**src/rtl/lnk_host_pkg.sv**
```systemverilog
package lnk_host_pkg;

    localparam int BYTE_W = 8;
    localparam int WIN_W  = 5;

    localparam logic [WIN_W-1:0] OFF_RXDATA  = 5'h00;
    localparam logic [WIN_W-1:0] OFF_TXDATA  = 5'h01;
    localparam logic [WIN_W-1:0] OFF_INSTAT  = 5'h02;
    localparam logic [WIN_W-1:0] OFF_OUTSTAT = 5'h03;
    localparam logic [WIN_W-1:0] OFF_RESET   = 5'h10;
    localparam logic [WIN_W-1:0] OFF_ANALYSE = 5'h11;

    typedef enum logic [2:0] {
        SEL_NONE,
        SEL_RXDATA,
        SEL_TXDATA,
        SEL_INSTAT,
        SEL_OUTSTAT,
        SEL_RESET,
        SEL_ANALYSE
    } reg_sel_e;

    typedef struct packed {
        logic              rd;
        logic              wr;
        reg_sel_e          sel;
        logic [BYTE_W-1:0] wdata;
    } bus_op_t;

    function automatic reg_sel_e decode_offset(input logic [WIN_W-1:0] off);
        reg_sel_e s;
        case (off)
            OFF_RXDATA:  s = SEL_RXDATA;
            OFF_TXDATA:  s = SEL_TXDATA;
            OFF_INSTAT:  s = SEL_INSTAT;
            OFF_OUTSTAT: s = SEL_OUTSTAT;
            OFF_RESET:   s = SEL_RESET;
            OFF_ANALYSE: s = SEL_ANALYSE;
            default:     s = SEL_NONE;
        endcase
        return s;
    endfunction

    function automatic logic [BYTE_W-1:0] flag_byte(input logic b);
        return {{(BYTE_W-1){1'b0}}, b};
    endfunction

endpackage

```
**src/rtl/lnk_host_decode.sv**
```systemverilog
module lnk_host_decode
    import lnk_host_pkg::*;
#(
    parameter int ADDR_W    = 8,
    parameter int BASE_ADDR = 'h40
) (
    input  logic              bus_rd,
    input  logic              bus_wr,
    input  logic [ADDR_W-1:0] bus_addr,
    input  logic [BYTE_W-1:0] bus_wdata,
    output bus_op_t           op,
    output logic              hit
);
    localparam logic [ADDR_W-1:0] BASE_VEC = ADDR_W'(BASE_ADDR);

    always_comb begin
        hit      = (bus_addr[ADDR_W-1:WIN_W] == BASE_VEC[ADDR_W-1:WIN_W]);
        op.rd    = bus_rd && hit;
        op.wr    = bus_wr && hit;
        op.sel   = hit ? decode_offset(bus_addr[WIN_W-1:0]) : SEL_NONE;
        op.wdata = bus_wdata;
    end
endmodule

```
**src/rtl/lnk_host_rxbuf.sv**
```systemverilog
module lnk_host_rxbuf
    import lnk_host_pkg::*;
(
    input  logic              clk,
    input  logic              rst,
    input  logic              srst,
    input  logic              consume,
    input  logic              rx_valid,
    input  logic [BYTE_W-1:0] rx_data,
    output logic              rx_ready,
    output logic              full,
    output logic [BYTE_W-1:0] data
);
    logic load;

    always_comb begin
        rx_ready = !srst && (!full || consume);
        load     = rx_valid && rx_ready;
    end

    always_ff @(posedge clk) begin
        if (rst || srst) begin
            full <= 1'b0;
            data <= '0;
        end else if (load) begin
            full <= 1'b1;
            data <= rx_data;
        end else if (consume) begin
            full <= 1'b0;
        end
    end

    a_r2_data_held: assert property (@(posedge clk) disable iff (rst)
        (full && !load && !srst) |=> $stable(data));
    a_r2_read_empties: assert property (@(posedge clk) disable iff (rst)
        (consume && !load) |=> !full);
    a_r3_refill_keeps_flag: assert property (@(posedge clk) disable iff (rst)
        (load && consume) |=> full);
endmodule

```
**src/rtl/lnk_host_txbuf.sv**
```systemverilog
module lnk_host_txbuf
    import lnk_host_pkg::*;
(
    input  logic              clk,
    input  logic              rst,
    input  logic              srst,
    input  logic              wr_en,
    input  logic [BYTE_W-1:0] wr_data,
    input  logic              tx_ready,
    output logic              tx_valid,
    output logic [BYTE_W-1:0] tx_data,
    output logic              full
);
    logic take;

    always_comb begin
        tx_valid = full && !srst;
        take     = tx_valid && tx_ready;
    end

    always_ff @(posedge clk) begin
        if (rst || srst) begin
            full    <= 1'b0;
            tx_data <= '0;
        end else if (take) begin
            full <= 1'b0;
        end else if (wr_en && !full) begin
            full    <= 1'b1;
            tx_data <= wr_data;
        end
    end

    a_r4_hold_until_taken: assert property (@(posedge clk) disable iff (rst)
        (tx_valid && !tx_ready) |=> $stable(tx_data));
    a_r4_busy_write_dropped: assert property (@(posedge clk) disable iff (rst)
        (wr_en && full) |=> $stable(tx_data));
endmodule

```
**src/rtl/lnk_host_ctrl.sv**
```systemverilog
module lnk_host_ctrl
    import lnk_host_pkg::*;
#(
    parameter int SYNC_STAGES = 2
) (
    input  logic     clk,
    input  logic     rst,
    input  logic     wr,
    input  reg_sel_e sel,
    input  logic     wbit,
    input  logic     err_in,
    output logic     srst,
    output logic     analyse,
    output logic     in_en,
    output logic     out_en,
    output logic     err_sync
);
    logic [SYNC_STAGES-1:0] sync_q;

    always_ff @(posedge clk) begin
        if (rst) begin
            srst    <= 1'b0;
            analyse <= 1'b0;
        end else if (wr) begin
            if (sel == SEL_RESET)   srst    <= wbit;
            if (sel == SEL_ANALYSE) analyse <= wbit;
        end
    end

    always_ff @(posedge clk) begin
        if (rst || srst) begin
            in_en  <= 1'b0;
            out_en <= 1'b0;
        end else if (wr) begin
            if (sel == SEL_INSTAT)  in_en  <= wbit;
            if (sel == SEL_OUTSTAT) out_en <= wbit;
        end
    end

    for (genvar i = 0; i < SYNC_STAGES; i++) begin : g_sync
        if (i == 0) begin : g_first
            always_ff @(posedge clk) begin
                if (rst) sync_q[i] <= 1'b0;
                else     sync_q[i] <= err_in;
            end
        end else begin : g_next
            always_ff @(posedge clk) begin
                if (rst) sync_q[i] <= 1'b0;
                else     sync_q[i] <= sync_q[i-1];
            end
        end
    end

    assign err_sync = sync_q[SYNC_STAGES-1];

    a_r6_enables_cleared: assert property (@(posedge clk) disable iff (rst)
        srst |=> (!in_en && !out_en));
    a_r8_analyse_follows_write: assert property (@(posedge clk) disable iff (rst)
        (wr && sel == SEL_ANALYSE) |=> (analyse == $past(wbit)));
endmodule

```
**src/rtl/lnk_host_regs.sv**
```systemverilog
module lnk_host_regs
    import lnk_host_pkg::*;
#(
    parameter int ADDR_W      = 8,
    parameter int BASE_ADDR   = 'h40,
    parameter int SYNC_STAGES = 2
) (
    input  logic              clk,
    input  logic              rst,
    input  logic              bus_rd,
    input  logic              bus_wr,
    input  logic [ADDR_W-1:0] bus_addr,
    input  logic [7:0]        bus_wdata,
    output logic [7:0]        bus_rdata,
    input  logic              rx_valid_i,
    input  logic [7:0]        rx_data_i,
    output logic              rx_ready_o,
    output logic              tx_valid_o,
    output logic [7:0]        tx_data_o,
    input  logic              tx_ready_i,
    output logic              proc_reset_o,
    output logic              proc_analyse_o,
    input  logic              proc_error_i,
    output logic              irq_o
);
    bus_op_t           op;
    logic              hit;
    logic              srst, in_en, out_en, err_sync;
    logic              rx_full, tx_full;
    logic [BYTE_W-1:0] rx_byte;
    logic              consume, tx_wr;

    lnk_host_decode #(.ADDR_W(ADDR_W), .BASE_ADDR(BASE_ADDR)) u_dec (
        .bus_rd(bus_rd), .bus_wr(bus_wr), .bus_addr(bus_addr),
        .bus_wdata(bus_wdata), .op(op), .hit(hit)
    );

    always_comb begin
        consume = op.rd && (op.sel == SEL_RXDATA);
        tx_wr   = op.wr && (op.sel == SEL_TXDATA);
    end

    lnk_host_rxbuf u_rx (
        .clk(clk), .rst(rst), .srst(srst), .consume(consume),
        .rx_valid(rx_valid_i), .rx_data(rx_data_i), .rx_ready(rx_ready_o),
        .full(rx_full), .data(rx_byte)
    );

    lnk_host_txbuf u_tx (
        .clk(clk), .rst(rst), .srst(srst), .wr_en(tx_wr), .wr_data(op.wdata),
        .tx_ready(tx_ready_i), .tx_valid(tx_valid_o), .tx_data(tx_data_o),
        .full(tx_full)
    );

    lnk_host_ctrl #(.SYNC_STAGES(SYNC_STAGES)) u_ctrl (
        .clk(clk), .rst(rst), .wr(op.wr), .sel(op.sel), .wbit(op.wdata[0]),
        .err_in(proc_error_i), .srst(srst), .analyse(proc_analyse_o),
        .in_en(in_en), .out_en(out_en), .err_sync(err_sync)
    );

    always_comb begin
        bus_rdata = '0;
        if (op.rd) begin
            case (op.sel)
                SEL_RXDATA:  bus_rdata = rx_byte;
                SEL_INSTAT:  bus_rdata = flag_byte(rx_full);
                SEL_OUTSTAT: bus_rdata = flag_byte(!tx_full);
                SEL_RESET:   bus_rdata = flag_byte(err_sync);
                SEL_ANALYSE: bus_rdata = flag_byte(proc_analyse_o);
                default:     bus_rdata = '0;
            endcase
        end
    end

    assign proc_reset_o = srst;
    assign irq_o        = (in_en && rx_full) || (out_en && !tx_full);

    a_r9_outside_reads_zero: assert property (@(posedge clk) disable iff (rst)
        (bus_rd && !hit) |-> (bus_rdata == '0));
    a_r6_quiet_in_reset: assert property (@(posedge clk) disable iff (rst)
        (proc_reset_o && $past(proc_reset_o)) |-> (!irq_o && !tx_valid_o && !rx_ready_o));
    a_r2_status_upper_zero: assert property (@(posedge clk) disable iff (rst)
        (bus_rd && hit && bus_addr[WIN_W-1:0] == OFF_INSTAT) |-> (bus_rdata[7:1] == '0));
endmodule

```
**config.mk**
```make
export PLATFORM = sky130hd
export DESIGN_NAME = lnk_host_regs
export DESIGN_NICKNAME = d
export VERILOG_FILES = /design/src/rtl/lnk_host_pkg.sv /design/src/rtl/lnk_host_decode.sv /design/src/rtl/lnk_host_rxbuf.sv /design/src/rtl/lnk_host_txbuf.sv /design/src/rtl/lnk_host_ctrl.sv /design/src/rtl/lnk_host_regs.sv
export SDC_FILE = /design/constraint.sdc
export NUM_CORES = 1
export LEC_CHECK = 0
export CORE_MARGIN = 4
export CORE_UTILIZATION = 40
export CTS_CLUSTER_DIAMETER = 60
export DETAILED_ROUTE_END_ITERATION = 6
export PLACE_DENSITY = 0.81
export SLEW_MARGIN = 20
export SYNTH_ARGS = -nofsm -noshare
export SYNTH_HDL_FRONTEND = slang
export SYNTH_SLANG_ARGS = --single-unit
```
**constraint.sdc**
```tcl
create_clock -name clk -period 1.6 [get_ports clk]
set_clock_uncertainty 0.05 [all_clocks]
set_input_delay 0.16 -clock clk [delete_from_list [all_inputs] [get_ports clk]]
set_output_delay 0.16 -clock clk [all_outputs]
set_load 0.005 [all_outputs]
```
==> flow_summary.toml, run 1 <==
[sta]
setup_viol = 0
rsz0062_at_grt = "true"
worst_slew_pin_slew_ps = 584
fin_ws_ps = 15.9
fin_crit_sh_pct = 99.0
tns_ps = 0
relSlewSlack_pct = 61.0
min_period_ps = 1580
slew_viol_final = 0
timing_hold_violations_final = 0
fmax_mhz = 631

[min_path]
hold_class = "input pin to register"
worstHoldStart = "bus_addr[4]"

[yosys]
ys.flop_type = "dfxtp_1"
yosys_warnings = 0
synth-edff-count = 0
synth_top_area_share_pct = 42.1
synth_area_leaders = "dfxtp_1 (42%), mux2i_1 (11%), a41o_1 (7.0%)"
synth_largest_area_cell = "dfxtp_1"
synthTopCellsByCount = "dfxtp_1 (24), nor2_1 (16), mux2i_1 (13)"
synth_fp_nets = 155
synth_most_common_cell = "dfxtp_1"
syn_inst = 124
synthesis.area_mm2 = 0.00114
synth_seq_cells = 24
yosysSeqAreaShare_pct = 42.1
avgSynthCellArea_um2 = 9.21
synth.distinct_cells = 27
async_reset_ff_share_pct = 0

[layout]
multiInputGateArea_um2 = 647
nets = 225
seq_area_um2 = 484
top_regs = "u_rx.data x8, u_tx.tx_data x8"
nFillCells = 215
area_delta_synth_final_pct = 61.8
n_antenna_cell = 0
drive_above_1_share_pct = 27.5

[cts]
ctsHtreeMaxLevel = 1
ctsLongestPathBuffers = 2
cts_made_buffers = 3
clock_latency_ps = 310
cts_tree = "done"
clkTransAtPathRegs_ps = 130
cts.sinks = 24
cts_root_buf = "clkbuf_4"

[worst_setup_path]
cp.required_ps = 1390
critPathMaxStageDelay_ps = 350
critical_path.cell_chain = "nor3b_2 > a311oi_1 > a21o_1 > a211oi_2 > buf_2"
crit_path_top_delay_cell = "dfxtp_2"
path_max_fanout = 2
end_kind = "output pin"
r2r_start = "u_ctrl.srst$_SDFFE_PP0P_"
setup.worst_path.class = "register to output pin"
worstPathArrival_ps = 1370
r2r_setup_slack_ps = 290
crit_start = "u_rx.data[0]$_SDFFE_PP0P_"
cp-start-kind = "register"

[floorplanning]
dieWidth_um = 61.4
rows = 19
initial_utilization_pct = 41.8
core_area_mm2 = 0.00273
pin_count = 52
die_y_um = 61.4
design.die.area_mm2 = 0.00377

[placement]
pre_cts_slack_ps = -727
hpwl_um = 2270
place.gp.congestion = 0.838
port_buffers = 51

[route]
dr.pass1.iters = 4
viasPerCell = 5.05
ant_nets = 0
drtIter0Drc = 31
vias = 1132
drc = 0
routed_wl_um = 2950
routedWlPerCell_um = 13.2

[power_and_ir_drop]
p_leak_nw = 0.893
peakVddDrop_mv = 0.606
power_density_mw_per_mm2 = 607

[global_routing]
grt_pass1_vias = 1138
antenna_found_initial = 0
overflow = 0
grt_max_degree = 18
track_usage_pct = 16.3
grt_pass1_wl_um = 4640

[run_status]
status = "finished, final reports clean"

[job]
max-cap-violations = 0
## path summary, 6_finish.rpt
check,cells past startpoint,end
worst min-delay path,5,u_ctrl.analyse$_SDFFE_PP0P_
worst max-delay path,5,bus_rdata[0]
worst min register to register,1,u_ctrl.err_sync$_SDFF_PP0_
worst max register to register,4,u_rx.data[2]$_SDFFE_PP0P_
## metrics by stage
step                      instance area (µm²)  hold WS (ps)  power (W)  util, %  cells
after floorplan                          1140           182   0.000710        -    124
after CTS                                1850           330    0.00113     67.6    226
after detailed placement                 1790           389   0.000823     65.4    217
after global placement                   1790           370   0.000816     65.4    217
after global routing                     1850           326    0.00118     67.6    224
final                                    1850           342    0.00112     67.6    224
## cell usage in the layout, fill, tap and decap left out, types with 2 or more instances in the layout
| master | synthesis | layout |
|---|---|---|
| dfxtp_1 | 24 | 21 |
| inv_1 | 3 | 3 |
| nor2b_1 | 5 | 5 |
| nor2_1 | 16 | 14 |
| nand2_1 | 9 | 9 |
| buf_6 | 2 | 5 |
| and2_1 | 7 | 5 |
| and2_4 | 0 | 2 |
| a21oi_1 | 10 | 10 |
| dlygate4sd2_1 | 0 | 5 |
| clkdlybuf4s50_1 | 0 | 31 |
| buf_4 | 0 | 20 |
| dfxtp_2 | 0 | 3 |
| clkbuf_2 | 0 | 4 |
| buf_2 | 2 | 6 |
| nand4_1 | 3 | 3 |
| mux2i_1 | 13 | 13 |
| clkdlybuf4s15_1 | 0 | 2 |
| nand4b_1 | 2 | 2 |
| a41o_1 | 8 | 8 |
| clkbuf_4 | 0 | 3 |
## what timing repair did
action                     in CTS  in global routing
setup endpoints to repair      27                 18
buffers inserted                5                  0
pin swaps                       7                  5
hold buffers                    0                  0
resized for setup              64                 12
## worst max-delay path: cells and delay by family, from the launching register on
family / cells / cell delay, ps
compound gates: 3 / 420
flops: 1 / 350
simple gates: 1 / 160
buf+inv: 1 / 140
## where the power goes
group	internal (W)	switching, W	total [W]
Sequential	0.000614	0.00000735	0.000622
Combinational	0.000112	0.0000757	0.000187
Clock	0.000139	0.000173	0.000312
## final cells by class
class / instances / share of cell area, %
clock buffers: 4 / 1.96
inverters: 3 / 0.609
multi-input cells: 89 / 35.0
flip-flops and latches: 24 / 26.2
well taps: 31 / 2.10
repair buffers: 73 / 34.1
## kinds of logic (layout without fill, tap and decap cells)
kind of cell | Yosys count | count (layout) | share of synthesized area (%)
compound gates | 25 | 25 | 17.2
buf+inv | 11 | 80 | 5.15
flops | 24 | 24 | 42.1
mux | 13 | 13 | 11.4
simple gates | 51 | 51 | 24.2
## layer usage
metal / GRT usage, % / vias to the layer above / share of wire, %
met3: 3.98 / 2 / 7.0
met2: 29.2 / 32 / 50
li1: - / 583 / -
met4: 5.45 / 0 / 0.64
met5: 0 / - / 0
met1: 18.8 / 515 / 42
(Power assumes the default switching activity.)
==> run 2: changes to the inputs <==
--- a/config.mk
+++ b/config.mk
@@ -5,12 +5,15 @@
 export SDC_FILE = /design/constraint.sdc
 export NUM_CORES = 1
 export LEC_CHECK = 0
+export CELL_PAD_IN_SITES_DETAIL_PLACEMENT = 0
+export CELL_PAD_IN_SITES_GLOBAL_PLACEMENT = 1
 export CORE_MARGIN = 4
-export CORE_UTILIZATION = 40
+export CORE_UTILIZATION = 29
 export CTS_CLUSTER_DIAMETER = 60
 export DETAILED_ROUTE_END_ITERATION = 6
-export PLACE_DENSITY = 0.81
+export PLACE_DENSITY_LB_ADDON = 0.1
 export SLEW_MARGIN = 20
 export SYNTH_ARGS = -nofsm -noshare
 export SYNTH_HDL_FRONTEND = slang
 export SYNTH_SLANG_ARGS = --single-unit
+export TNS_END_PERCENT = 5
==> run 2 against run 1 <==
Global-route usage decreased by 2.9 points. Sequential share of layout area fell by 1.3 points. Cell area is 4.5% higher.
==> flow_summary.toml, run 2 (synthesis results as in run 1) <==
[power_and_ir_drop]
clkPwrFrac_pct = 32.7
intPower_w = 0.000951
combinationalPowerShare_pct = 16.3
seqPwrFrac_pct = 51.0
p_total_w = 0.00122
power_density_mw_per_mm2 = 631
p_leak_nw = 0.948
swShare_pct = 21.8
peakVddDrop_mv = 0.368
switchingPower_w = 0.000266

[global_routing]
grt_pass1_wl_um = 5530
track_usage_pct = 13.4
overflow = 0
grt_pass1_vias = 1219
grt_max_degree = 18
antenna_found_initial = 0

[layout]
seq_area_um2 = 482
layout_commonest_cell = "clkdlybuf4s50_1"
n_antenna_cell = 0
drive_above_1_share_pct = 30.5
layout_common_cells = "clkdlybuf4s50_1 (31), dfxtp_1 (23), buf_4 (22), nor2_1 (14), mux2i_1 (13)"
final_area_mm2 = 0.00193
multiInputGateArea_um2 = 664
top_regs = "u_rx.data x8, u_tx.tx_data x8"
area_delta_synth_final_pct = 69.0
nFillCells = 377
nets = 229

[route]
routedWlPerCell_um = 13.2
vias = 1169
ant_nets = 0
routed_wl_um = 3240
viasPerCell = 4.77
dr.pass1.iters = 4
drc = 0
drtIter0Drc = 38

[cts]
ctsHtreeMaxLevel = 1
cts_root_buf = "clkbuf_8"
ctsLongestPathBuffers = 2
clock_latency_ps = 260
cts_tree = "done"
clkTransAtPathRegs_ps = 80
cts_made_buffers = 3
hold_buffers = 0
cts.sinks = 24

[worst_setup_path]
worstSetupEndpoint = "rx_ready_o"
cp.required_ps = 1390
r2r_setup_slack_ps = 320
crit_start = "bus_addr[1]"
path_common_cell = "buf_4"
critical_path.cell_chain = "buf_6 > a211o_1 > buf_4 > buf_4 > o31ai_4 > nor2b_1 > buf_2"
cp-start-kind = "input pin"
r2r_start = "u_ctrl.srst$_SDFFE_PP0P_"
setup.worst_path.class = "input pin to output pin"
reg2reg_to = "u_rx.data[6]$_SDFFE_PP0P_"
critPathMaxStageDelay_ps = 310
end_kind = "output pin"
worstPathArrival_ps = 1350
path_max_fanout = 2
crit_path_top_delay_cell = "a211o_1"
r2r_cells = 4

[floorplanning]
die_y_um = 70.8
design.die.area_mm2 = 0.00501
initial_utilization_pct = 30.5
pin_count = 52
core_area_mm2 = 0.00374
rows = 22
dieWidth_um = 70.8

[sta]
min_period_ps = 1560
rsz0062_at_grt = "true"
tns_ps = 0
fin_crit_sh_pct = 97.6
slew_viol_final = 0
relSlewSlack_pct = 61.0
timing_hold_violations_final = 0
setup_viol = 0
fmax_mhz = 640
worst_slew_pin_slew_ps = 584
fin_ws_ps = 37.8

[placement]
hpwl_um = 2400
postPlaceCellArea_mm2 = 0.00182
place.gp.congestion = 0.772
port_buffers = 51
pre_cts_slack_ps = -726

[min_path]
hold_class = "input pin to register"

[run_status]
status = "finished, final reports clean"

[job]
max-cap-violations = 0
[run 2: layout make-up]
cell class,instances,area share (%)
Clock buffer,4,2.85
Inverter,3,0.583
Multi-Input combinational cell,89,34.4
Sequential cell,24,25.0
Tap cell,48,3.11
Timing Repair Buffer,77,34.1
[run 2: power by group through the flow]
stage | logic [W] | clock network, W | registers, W
after global routing | 0.000218 | 0.000434 | 0.000623
after CTS | 0.000191 | 0.000413 | 0.000620
after floorplan | 0.0000766 | 0 | 0.000634
after detailed placement | 0.000192 | 0 | 0.000634
final | 0.000199 | 0.000398 | 0.000621
after global placement | 0.000186 | 0 | 0.000634
[run 2: stage by stage]
| step | utilization (%) | hold slack (ps) | std cells |
|---|---|---|---|
| 2_1_floorplan | - | 182 | 124 |
| 3_3_place_gp | 48.5 | 373 | 235 |
| 3_5_place_dp | 48.5 | 377 | 235 |
| 4_1_cts | 50.4 | 397 | 246 |
| 5_1_grt | 51.6 | 399 | 245 |
| 6_report | 51.6 | 382 | 245 |
[run 2: worst min-delay path by stage]
stage / from / end / depth (start not counted)
after detailed placement: u_ctrl.sync_q[0]$_SDFF_PP0_ / u_ctrl.err_sync$_SDFF_PP0_ / 1
after global routing: proc_error_i / u_ctrl.sync_q[0]$_SDFF_PP0_ / 2
after floorplan: rst / u_ctrl.err_sync$_SDFF_PP0_ / 1
after global placement: u_ctrl.sync_q[0]$_SDFF_PP0_ / u_ctrl.err_sync$_SDFF_PP0_ / 1
final: bus_addr[2] / u_tx.full$_SDFFE_PP0P_ / 5
after CTS: u_ctrl.sync_q[0]$_SDFF_PP0_ / u_ctrl.err_sync$_SDFF_PP0_ / 1
[run 2: timing repair]
item,CTS,global route
resized for setup,68,17
hold endpoints to repair,0,0
pin swaps,7,6
setup buffers,7,0
endpoints found under the setup margin,31,26
[run 2: per-layer routing]
metal | part of all wire (%) | up-vias | routed length [µm] | GRT usage [%]
met4 | 0.49 | 0 | 16 | 3.97
li1 | - | 587 | - | -
met2 | 52 | 26 | 1700 | 22.8
met3 | 6.1 | 2 | 198 | 3.27
met5 | 0 | - | 0 | 0
met1 | 41 | 554 | 1330 | 16.7
[run 2: critical path, delay by kind of cell]
family	cells	cell delay, ps
compound gates	2	550
buf+inv	4	490
simple gates	1	150
